[config.mk]
export PLATFORM = sky130hd
export DESIGN_NAME = field_addr_decoder
export DESIGN_NICKNAME = d
export VERILOG_FILES = /design/src/rtl/fad_pkg.sv /design/src/rtl/fad_trailing_ones.sv /design/src/rtl/fad_lane_mask.sv /design/src/rtl/field_addr_decoder.sv
export SDC_FILE = /design/constraint.sdc
export NUM_CORES = 1
export LEC_CHECK = 0
export ABC_AREA = 0
export BUFFER_PORTS_ARGS = -buffer_cell sky130_fd_sc_hd__clkbuf_2
export CAP_MARGIN = 5
export CORE_MARGIN = 2
export CORE_UTILIZATION = 50
export CTS_BUF_LIST = sky130_fd_sc_hd__clkbuf_4 sky130_fd_sc_hd__clkbuf_8 sky130_fd_sc_hd__clkbuf_16
export CTS_CLUSTER_SIZE = 20
export DETAILED_ROUTE_END_ITERATION = 6
export GPL_ROUTABILITY_DRIVEN = 1
export PLACE_DENSITY_LB_ADDON = 0.08
export SYNTH_ARGS = -nofsm -noshare
export SYNTH_HDL_FRONTEND = slang
export SYNTH_SLANG_ARGS = --single-unit
[constraint.sdc]
create_clock -name clk -period 43.3 [get_ports clk]
set_input_delay 2.165 -clock clk [delete_from_list [all_inputs] [get_ports clk]]
set_output_delay 2.165 -clock clk [all_outputs]
set_load 0.005 [all_outputs]
[src/rtl/fad_pkg.sv]
// Package: constants shared by the field address decoder.
// Assumes byte lanes are eight bits wide on every bus this block serves.
package fad_pkg;
    localparam int LANE_BITS     = 8;
    localparam int LANE_LOG      = 3;
endpackage

[src/rtl/fad_trailing_ones.sv]
// Counts consecutive ones from bit 0 of a code up to the first zero.
// Assumes CODE_W >= 1; the count saturates naturally at CODE_W.
module fad_trailing_ones #(
    parameter int CODE_W = 33,
    localparam int CNT_W = $clog2(CODE_W + 1)
) (
    input  logic [CODE_W-1:0] code,
    output logic [CNT_W-1:0]  count
);
    // Walk upward while the run of ones is unbroken.
    always_comb begin
        logic alive;
        alive = 1'b1;
        count = '0;
        for (int i = 0; i < CODE_W; i++) begin
            if (alive && code[i]) count = count + 1'b1;
            else                  alive = 1'b0;
        end
    end
endmodule

[src/rtl/fad_lane_mask.sv]
// Builds the byte-lane select mask for a naturally aligned field.
// Assumes BUS_W is a power of two, at least 8 and at least 2**MAX_LOG,
// and that off is already aligned to the field width.
module fad_lane_mask
    import fad_pkg::*;
#(
    parameter int BUS_W   = 128,
    parameter int MAX_LOG = 7,
    localparam int OFF_W  = $clog2(BUS_W),
    localparam int LOG_W  = $clog2(MAX_LOG + 1),
    localparam int LANES  = BUS_W / LANE_BITS,
    localparam int LIDX_W = (LANES > 1) ? $clog2(LANES) : 1
) (
    input  logic [OFF_W-1:0] off,
    input  logic [LOG_W-1:0] log2w,
    output logic [LANES-1:0] mask
);
    logic [LIDX_W-1:0] start_lane;
    logic [LIDX_W-1:0] span;

    // Start lane is the bus offset with the in-lane bits dropped.
    assign start_lane = LIDX_W'(off >> LANE_LOG);

    // Lane index bits that the field spans (none below one byte).
    always_comb begin
        for (int j = 0; j < LIDX_W; j++)
            span[j] = (int'(log2w) >= LANE_LOG) && (j < int'(log2w) - LANE_LOG);
    end

    // A lane is selected when it matches the start lane outside the span bits.
    for (genvar i = 0; i < LANES; i++) begin : g_lane
        assign mask[i] = (((LIDX_W'(i)) ^ start_lane) & ~span) == '0;
    end
endmodule

[src/rtl/field_addr_decoder.sv]
// Decodes a size-encoded field address (trailing-ones width code plus
// bit address) into aligned start address, width and byte-lane mask.
// Assumes ADDR_W >= $clog2(BUS_W); outputs registered, one cycle latency.
module field_addr_decoder
    import fad_pkg::*;
#(
    parameter int ADDR_W  = 32,
    parameter int BUS_W   = 128,
    parameter int MAX_LOG = 7,
    localparam int CODE_W = ADDR_W + 1,
    localparam int CNT_W  = $clog2(CODE_W + 1),
    localparam int LOG_W  = $clog2(MAX_LOG + 1),
    localparam int OFF_W  = $clog2(BUS_W),
    localparam int WID_W  = MAX_LOG + 1,
    localparam int LANES  = BUS_W / LANE_BITS
) (
    input  logic              clk,
    input  logic              rst_n,
    input  logic              in_valid,
    input  logic [ADDR_W:0]   in_code,
    output logic              out_valid,
    output logic              out_err,
    output logic [ADDR_W-1:0] out_addr,
    output logic [WID_W-1:0]  out_width,
    output logic [LANES-1:0]  out_lanes
);
    logic [CNT_W-1:0]  ones;
    logic              bad;
    logic [LOG_W-1:0]  log2w;
    logic [ADDR_W-1:0] low_clear;
    logic [ADDR_W-1:0] base;
    logic [LANES-1:0]  lanes;

    fad_trailing_ones #(.CODE_W(CODE_W)) u_ones (
        .code  (in_code),
        .count (ones)
    );

    // Reject codes whose run of ones is longer than the widest field.
    assign bad   = ones > CNT_W'(MAX_LOG);
    assign log2w = LOG_W'(ones);

    // Mask of address bits below the field's alignment boundary.
    always_comb begin
        for (int i = 0; i < ADDR_W; i++)
            low_clear[i] = (i < int'(ones));
    end

    assign base = in_code[ADDR_W:1] & ~low_clear;

    fad_lane_mask #(.BUS_W(BUS_W), .MAX_LOG(MAX_LOG)) u_lanes (
        .off   (base[OFF_W-1:0]),
        .log2w (log2w),
        .mask  (lanes)
    );

    // Output register: valid always follows, data loads on a request.
    always_ff @(posedge clk) begin
        if (!rst_n) begin
            out_valid <= 1'b0;
            out_err   <= 1'b0;
            out_addr  <= '0;
            out_width <= '0;
            out_lanes <= '0;
        end else begin
            out_valid <= in_valid;
            if (in_valid) begin
                out_err   <= bad;
                out_addr  <= bad ? '0 : base;
                out_width <= bad ? '0 : (WID_W'(1) << log2w);
                out_lanes <= bad ? '0 : lanes;
            end
        end
    end


    valid_follow_chk: assert property (@(posedge clk) disable iff (!rst_n)
        in_valid |=> out_valid);

    valid_drop_chk: assert property (@(posedge clk) disable iff (!rst_n)
        !in_valid |=> !out_valid);

    err_zero_chk: assert property (@(posedge clk) disable iff (!rst_n)
        (out_valid && out_err) |-> (out_lanes == '0 && out_width == '0 && out_addr == '0));

    width_onehot_chk: assert property (@(posedge clk) disable iff (!rst_n)
        (out_valid && !out_err) |-> ($countones(out_width) == 1));

    addr_align_chk: assert property (@(posedge clk) disable iff (!rst_n)
        (out_valid && !out_err) |-> ((out_addr & (ADDR_W'(out_width) - 1'b1)) == '0));

    lane_count_chk: assert property (@(posedge clk) disable iff (!rst_n)
        (out_valid && !out_err) |->
        ($countones(out_lanes) == ((out_width < WID_W'(LANE_BITS)) ? 1 : int'(out_width) / LANE_BITS)));
endmodule

==> metrics, run 1 <==
Yosys warnings 0; fraction of the mapped netlist area in adder cells 8.19%; Unique masters post-synth 75; Final WS setup 20,250 ps; Core Area 12,600 sq um; HPWL Detailed 13,700 um; CP Capture Type flop; Min-Delay Path Class reg2reg; Worst setup SP type input port; routed via count 6,490; final antenna-violating net count 0; first-pass GRT wire length 29,500 um; Post CTS Setup Buffer Count 0; setup TNS 0 ps; Synth Flop Type dfxtp_1; share of cells above drive strength 1 17.7%; Clock Tree Buf Depth 2; I/O Buffers 93; Crit Path Max Fanout 14; Worst Skew 0 ps; DR pass1 iterations 6; number of synthesized flops with an enable pin 0; post-synthesis sequential area ratio 18.1%; Critical Path AT 23,280 ps; Die W 117 um; Synth Area in Simple Gates 29.0%; Synth Area in XOR/XNOR 13.8%; leakage 3.15 nW; vias in the first global route 6,015; residual DRC count 0; crit path launch in_code[2]; status finished, final reports clean; final WL 17,900 um; post-layout util 58.0%; Slew Limit Fails 0; CP peak stage delay 770 ps; Max VDD drop 0.0165 mV; hold slack 452 ps; clock sinks 58; Design Power 0.166 mW; Reg2Reg Setup Slack 42,640 ps; met1 Resource Use GR 35.4%; asr flop ratio synth 0%; crit share post-route 53.2%; H-Tree Depth 3; Fmax 43.4 MHz; mux cell area share after synthesis 3.28%; GRT Overall Usage 26.7%; Seq cells post-synth 58; root buffer cell clkbuf_16; syn avg cell area 7.60 sq um; Slew headroom 24.6%; CP max stage cell xnor2_1; final setup fails 0; post_cts resized 0; GPL Wtd Cong 0.881; gr busiest metal met2; largest family of logic cells by synthesized area simple AND/OR/NAND/NOR gates; RR Startpoint out_err; wire per inst 16.5 um; Vias/cell 5.97; Post-layout nets 985; M3 GR Usage 3.91%; Skew-Pair Late Insertion Delay 330 ps; Post-Synthesis Cells 844; Hold Crit Start out_addr[26]; WP data required 43,530 ps; pin count of the biggest net entering global routing 57; DRT iter0 DRCs 517; CTS tree done; worst-margin pin slew 1130 ps; Pwr per Cell Area 22.8 nW/um^2; min Tclk post-route 23,050 ps; RSZ-0062 raised after global routing false; Row Count 41; worst slack at placement 20,210 ps; met2 global-route usage 44.7%; area grow syn2layout 13.6%; Synth Cell Area 6420 sq um; final hold violation count 0; CTS Hold Buffers Added 0; CP dominant cell by count ha_1; initial core utilization 51.1%; WS Path Type in2reg; TritonCTS Buffers 9; Max-cap violations 0; Die Ht 117 um; syn_nets 918; clock-pin slew on the worst setup and hold paths 60 ps; initial antenna violation count 0; Compound-Gate Fraction of Synth Area 23.0%; full die area 13,800 sq um; n_diodes 0; grt ovf 0; Top Ports 94
report_power, final:
part	internal, mW	switching, mW
clock network	0.0467	0.0289
registers	0.0557	0.00125
logic	0.0134	0.0205
routing by layer:
metal  part of all wire (%)  vias up
li1                       -     3180
met1                     46     3046
met2                     47      230
met3                    5.2       34
met4                    2.4        0
met5                      0        -
flip-flops by register name (all words and copies together) (netlist names):
register   count
out_err        1
out_addr      32
out_width      8
out_valid      1
out_lanes     16
placed cells by master (no fill, tap or decap), types with 6 or more instances in the layout:
master and instances:
mux2i_1 12, dfxtp_1 58, nor2_1 66, and3_1 22, clkbuf_16 9, a22o_1 22, or3_1 8, and2_1 18
xnor2_1 36, o21ai_0 34, o41ai_2 7, nand2b_1 12, inv_1 33, mux2_2 6, ha_1 38, nor3_1 32
nand4_1 9, xnor3_1 8, nand3_1 39, clkbuf_2 93, o31ai_1 24, o211ai_1 7, a21boi_0 8, o21a_1 9
xor2_1 17, a21o_1 8, a21oi_1 32, nand2_1 134, xor2_2 6
cell usage after synthesis (4+ instances only):
library cell	instances	share of area [%]
nor2b_1	5	0.49
nand3_1	39	3.0
ha_1	38	7.4
nor3_1	32	2.5
or3_1	8	0.78
or2_2	4	0.39
and3b_1	5	0.68
nand4_1	9	0.88
a21oi_1	32	2.5
a22o_1	22	3.0
inv_1	33	1.9
xnor2_1	36	4.9
xor2_1	18	2.5
a21o_1	8	0.94
nand2_1	134	7.8
mux2i_1	12	1.9
nand2b_1	12	1.2
o31ai_1	24	2.8
a21bo_2	4	0.62
maj3_1	5	0.78
and4_1	4	0.55
o41ai_2	7	1.8
o21a_1	9	1.1
a2111oi_0	4	0.55
dfxtp_1	58	18
buf_2	11	0.86
xor2_2	5	1.3
a211oi_1	4	0.47
xnor3_1	8	2.8
a21boi_0	8	0.94
o21ai_1	5	0.39
a31oi_1	5	0.49
and2_1	18	1.8
and3_1	22	2.1
o21ai_0	34	2.7
nor2_1	66	3.9
clkbuf_1	25	1.5
nand3b_1	5	0.58
o211ai_1	7	0.82
mux2_2	6	1.1
critical path, delay by kind of cell:
family,cells,cell delay (ps)
AND/OR/NAND/NOR,35,3610
XOR/XNOR,3,1020
buffers and inverters,5,770
multiplexers,8,1850
AO/OA/AOI/OAI,26,4830
adder cells (fa/ha/maj),28,8970
cell type report:
cell class                      count  area (sq um)
Inverter                           33           124
Timing Repair Buffer               95           480
Tap cell                          172           215
Clock buffer                       10           239
Fill cell                        1190          5280
Clock inverter                      6          72.6
Sequential cell                    58          1160
Multi-Input combinational cell    714          4990
final timing paths:
path | to | cells past startpoint
worst max-delay path | out_lanes[7] | 105
worst min-delay path | out_addr[26] | 2
worst max register to register | out_err | 2
worst min register to register | out_addr[26] | 2
metrics by stage:
step	std cells	instance area (sq um)
3_3_place_gp	1072	6980
3_5_place_dp	1072	6980
6_report	1088	7290
2_1_floorplan	844	6420
4_1_cts	1088	7290
5_1_grt	1088	7290
logic make-up after synthesis:
group / Yosys count
mux: 19
fa+ha+maj: 43
compound gates: 200
flops: 58
simple gates: 378
xor+xnor: 74
buf+inv: 72
(Power assumes the default switching activity.)
==> run 2: changes to the inputs <==
==> constraint.sdc (replaced) <==
create_clock -name clk -period 24.1 [get_ports clk]
set_input_delay 1.205 -clock clk [delete_from_list [all_inputs] [get_ports clk]]
set_output_delay 1.205 -clock clk [all_outputs]
set_load 0.005 [all_outputs]
==> run 2 against run 1 <==
- hold slack worse by 1.1 ps
- clock power increased by 94%
- count of clock-buffer cells in the layout is 2 higher
- via count fell by 0.94%
==> metrics, run 2 (synthesized netlist as in run 1, its figures left out) <==
Reg2Reg Setup Slack 23,440 ps; GRT Overall Usage 26.4%; final antenna-violating net count 0; CP peak stage delay 520 ps; I/O Buffers 93; Min-Delay Path Class reg2reg; commonest non-fill, non-tap cell in the layout nand2_1; grt ovf 0; Pwr per Cell Area 42.3 nW/um^2; Worst Hold Path Cells 2; Clock Tree Buf Depth 2; Switch Pwr 0.0883 mW; clock power share 47.4%; root buffer cell clkbuf_16; WP data required 24,330 ps; first-pass GRT wire length 29,100 um; post_cts resized 0; Design Area, Final 7320 sq um; sw frac 28.5%; GPL Wtd Cong 0.920; min Tclk post-route 21,120 ps; CP dominant cell by count ha_1; vias in the first global route 6,032; P_int 0.221 mW; initial antenna violation count 0; Comb power frac 19.6%; Final Non-Filler Cells 1,090; clock-pin slew on the worst setup and hold paths 50 ps; Die Ht 117 um; final WL 17,900 um; Worst Path Buf+Inv 8; Die W 117 um; Critical Path AT 21,350 ps; Most flops, register out_addr; pin count of the biggest net entering global routing 57; CP Capture Type flop; Slew Limit Fails 0; Skew-Pair Late Insertion Delay 340 ps; Worst Skew 0 ps; Worst setup SP type input port; worst-margin pin slew 1150 ps; Slew headroom 23.2%; full die area 13,800 sq um; initial core utilization 51.1%; biggest registers after layout out_addr x32, out_lanes x16, out_width x8; n_diodes 0; DRT iter0 DRCs 440; routed via count 6,429; area grow syn2layout 14.1%; Core Area 12,600 sq um; Max-cap violations 0; share of cells above drive strength 1 17.9%; CTS tree done; Row Count 41; clock sinks 58; Min-Delay Endpoint out_width[1]; placed cell areas 6990 sq um; residual DRC count 0; Crit Path Max Fanout 14; CTS Hold Buffers Added 0; leakage 3.17 nW; Largest register FFs 32; TritonCTS Buffers 9; Top Ports 94; Sequential Power Share 33.0%; RR Startpoint out_err; Max VDD drop 0.0296 mV; Reg2Reg Capture Point out_err; Post-layout nets 987; worst reg2reg path depth 2; setup TNS 0 ps; final setup fails 0; Vias/cell 5.90; HPWL Detailed 13,600 um; status finished, final reports clean; RSZ-0062 raised after global routing false; Crit path max-delay family adder cells; DR pass1 iterations 5; Post CTS Setup Buffer Count 0; CP max stage cell a2111oi_0; crit share post-route 87.6%; most frequent cells in the layout nand2_1, clkbuf_2, nor2_1, dfxtp_1, nand3_1; WS Path Type in2reg; wire per inst 16.4 um; H-Tree Depth 3; Hold Crit Start out_width[1]; placed insts 1,074; final hold violation count 0; Fmax 47.3 MHz; hold slack 451 ps; Design Power 0.310 mW
[run 2: cell count changes in the layout (fill, tap and decap cells not counted), sizes merged]
cell      before  now
inv           35   33
buf            2    4
bufinv         1    2
clkbuf       103  105
clkinvlp       1    0
[run 2: worst max path at each step]
stage,from,end,slack [ps],cells after the start
2_1_floorplan,in_code[2],out_lanes[0],4540,110
3_3_place_gp,in_code[2],out_lanes[13],3260,111
3_5_place_dp,in_code[2],out_lanes[9],2760,112
4_1_cts,in_code[2],out_lanes[9],3060,112
5_1_grt,in_code[2],out_lanes[13],1090,109
6_report,in_code[2],out_lanes[6],2980,109
[run 2: final cells by class]
| class | instances | area, sq um |
|---|---|---|
| repair buffers | 97 | 495 |
| inverters | 33 | 124 |
| fillers | 1217 | 5240 |
| clock inverters | 4 | 73.8 |
| clock buffers | 12 | 260 |
| multi-input cells | 714 | 4990 |
| well taps | 172 | 215 |
| flip-flops and latches | 58 | 1160 |
[run 2: worst register-to-register path: cells and delay by family (launching register included)]
kind	cells	cell delay (ps)
compound gates	2	190
flops	1	300
[run 2: per-layer routing]
layer,vias up,GRT usage (%),wire length [um]
li1,3172,-,-
met1,3053,34.8,8270
met2,170,44.2,8380
met3,34,3.66,831
met4,0,8.94,405
met5,-,0,0
[run 2: metrics by stage]
stage / setup slack, ps / util [%]
floorplan: 4540 / -
global placement: 3260 / 55.6
detailed placement: 2760 / 55.6
CTS: 3060 / 58.3
global route: 1090 / 58.3
finish: 2980 / 58.3
[run 2: power by group through the flow]
stage	Sequential [mW]	Combinational (mW)	Clock [mW]
6_report	0.102	0.0607	0.147
5_1_grt	0.103	0.0677	0.152
4_1_cts	0.102	0.0603	0.148
3_5_place_dp	0.104	0.0599	0
3_3_place_gp	0.104	0.0580	0
2_1_floorplan	0.104	0.0403	0
==> run 3: changes to the inputs <==
--- a/config.mk
+++ b/config.mk
@@ -8,12 +8,13 @@
 export ABC_AREA = 0
 export BUFFER_PORTS_ARGS = -buffer_cell sky130_fd_sc_hd__clkbuf_2
 export CAP_MARGIN = 5
+export CORE_ASPECT_RATIO = 0.7
 export CORE_MARGIN = 2
 export CORE_UTILIZATION = 50
-export CTS_BUF_LIST = sky130_fd_sc_hd__clkbuf_4 sky130_fd_sc_hd__clkbuf_8 sky130_fd_sc_hd__clkbuf_16
 export CTS_CLUSTER_SIZE = 20
 export DETAILED_ROUTE_END_ITERATION = 6
 export GPL_ROUTABILITY_DRIVEN = 1
+export MAX_ROUTING_LAYER = met4
 export PLACE_DENSITY_LB_ADDON = 0.08
 export SYNTH_ARGS = -nofsm -noshare
 export SYNTH_HDL_FRONTEND = slang
==> run 3 against run 2 <==
- critical path depth fell by 5
- final cell count fell by 1.0%
- sequential cell count did not move
- sequential power barely moved
- hold slack improved by 1.1 ps
- combinational power rose by 3%
- clock skew did not move
- total power rose by 2.5%
- via count rose by 4.3%
- maximum frequency fell by 4.6%
- clock power rose by 4%
- sequential share of layout area barely moved
- critical path type unchanged
- critical endpoint is now out_lanes[4]
==> metrics, run 3 (synthesized netlist as in run 1, its figures left out) <==
grt ovf 0; commonest non-fill, non-tap cell in the layout nand2_1; RSZ-0062 raised after global routing false; Critical Path AT 22,370 ps; final WL 19,300 um; worst slack at placement 2100 ps; I/O Buffers 93; Post CTS Setup Buffer Count 0; Sequential Power Share 32.2%; Skew-Pair Late Insertion Delay 320 ps; Slew Limit Fails 0; pin count of the biggest net entering global routing 57; clock power share 48.1%; GPL Wtd Cong 0.945; clock sinks 58; status finished, final reports clean; Design Power 0.317 mW; clock-pin slew on the worst setup and hold paths 60 ps; CP peak stage delay 800 ps; placed cell areas 6970 sq um; min Tclk post-route 22,150 ps; final hold violation count 0; TritonCTS Buffers 9; Design Area, Final 7320 sq um; vias in the first global route 6,061; Crit path max-delay family adder cells; Row Count 34; most frequent cells in the layout nand2_1, clkbuf_2, nor2_1, dfxtp_1, nand3_1; WS Path Type in2reg; root buffer cell clkbuf_16; residual DRC count 0; Worst Path Buf+Inv 5; area grow syn2layout 14.1%; Final WS setup 1950 ps; Post-layout nets 986; initial core utilization 51.5%; setup TNS 0 ps; Slew headroom 26.8%; CP max stage cell xnor2_1; Worst Skew 0 ps; P_int 0.226 mW; Fmax 45.1 MHz; post_cts resized 0; Largest register FFs 32; crit path launch in_code[2]; Worst setup SP type input port; n_diodes 0; wire per inst 17.9 um; Min-Delay Path Class reg2reg; hold slack 452 ps; sw frac 28.8%; worst-margin pin slew 1100 ps; Crit Path Max Fanout 14; routed via count 6,704; final setup fails 0; CP dominant cell by count ha_1; Top Ports 94; H-Tree Depth 3; GRT Overall Usage 28.0%; crit share post-route 91.9%; Die W 139 um; Clock Tree Buf Depth 2; Pwr per Cell Area 43.4 nW/um^2; Comb power frac 19.6%; leakage 3.17 nW; biggest registers after layout out_addr x32, out_lanes x16, out_width x8; DR pass1 iterations 5; CTS tree done; Core Area 12,500 sq um; CP Capture Type flop; Die Ht 98.8 um; full die area 13,800 sq um; DRT iter0 DRCs 611; Max VDD drop 0.0393 mV; initial antenna violation count 0; first-pass GRT wire length 30,900 um; Most flops, register out_addr; Max-cap violations 0; share of cells above drive strength 1 17.8%; Switch Pwr 0.0913 mW; HPWL Detailed 14,700 um; RR Startpoint out_err; Vias/cell 6.21; final antenna-violating net count 0; CTS Hold Buffers Added 0; WP data required 24,320 ps; Hold Crit Start out_addr[16]
==> run 3: worst paths after layout <==
check                 end  slack, ps  cells past startpoint
max reg2reg       out_err      23400                      2
max          out_lanes[4]       1950                    104
min          out_addr[16]        450                      2
min reg2reg  out_addr[16]        450                      2
==> run 3: power groups by stage <==
stage	registers, mW	clock network (mW)	logic, mW
2_1_floorplan	0.104	0	0.0403
3_3_place_gp	0.104	0	0.0587
3_5_place_dp	0.104	0	0.0605
4_1_cts	0.102	0.155	0.0610
5_1_grt	0.103	0.159	0.0685
6_report	0.102	0.153	0.0623
==> run 3: final cells by class <==
cell class,count,area [sq um]
Fill cell,1181,5140
Multi-Input combinational cell,714,4990
Sequential cell,58,1160
Timing Repair Buffer,96,488
Clock buffer,9,225
Tap cell,162,203
Clock inverter,7,125
Inverter,33,124
==> run 3: routing by layer <==
metal,vias up,part of all wire [%],global-route usage (%),wire length (um)
met5,-,0,-,0
met1,3202,49,42.1,9490
met2,295,41,39.9,8010
li1,3176,-,-,-
met3,31,7.9,3.11,1530
met4,0,1.6,6.76,317
==> run 3: per-stage QoR <==
stage                     instances  utilization, %
after floorplan                 844               -
after global placement         1063            55.9
after detailed placement       1063            55.9
after CTS                      1079            58.7
after global routing           1079            58.7
final                          1079            58.7
==> run 3: worst register-to-register path: stages, from the launching register on <==
cell and delay (ps):
dfxtp_1 300, o21ai_0 170, a31oi_1 60
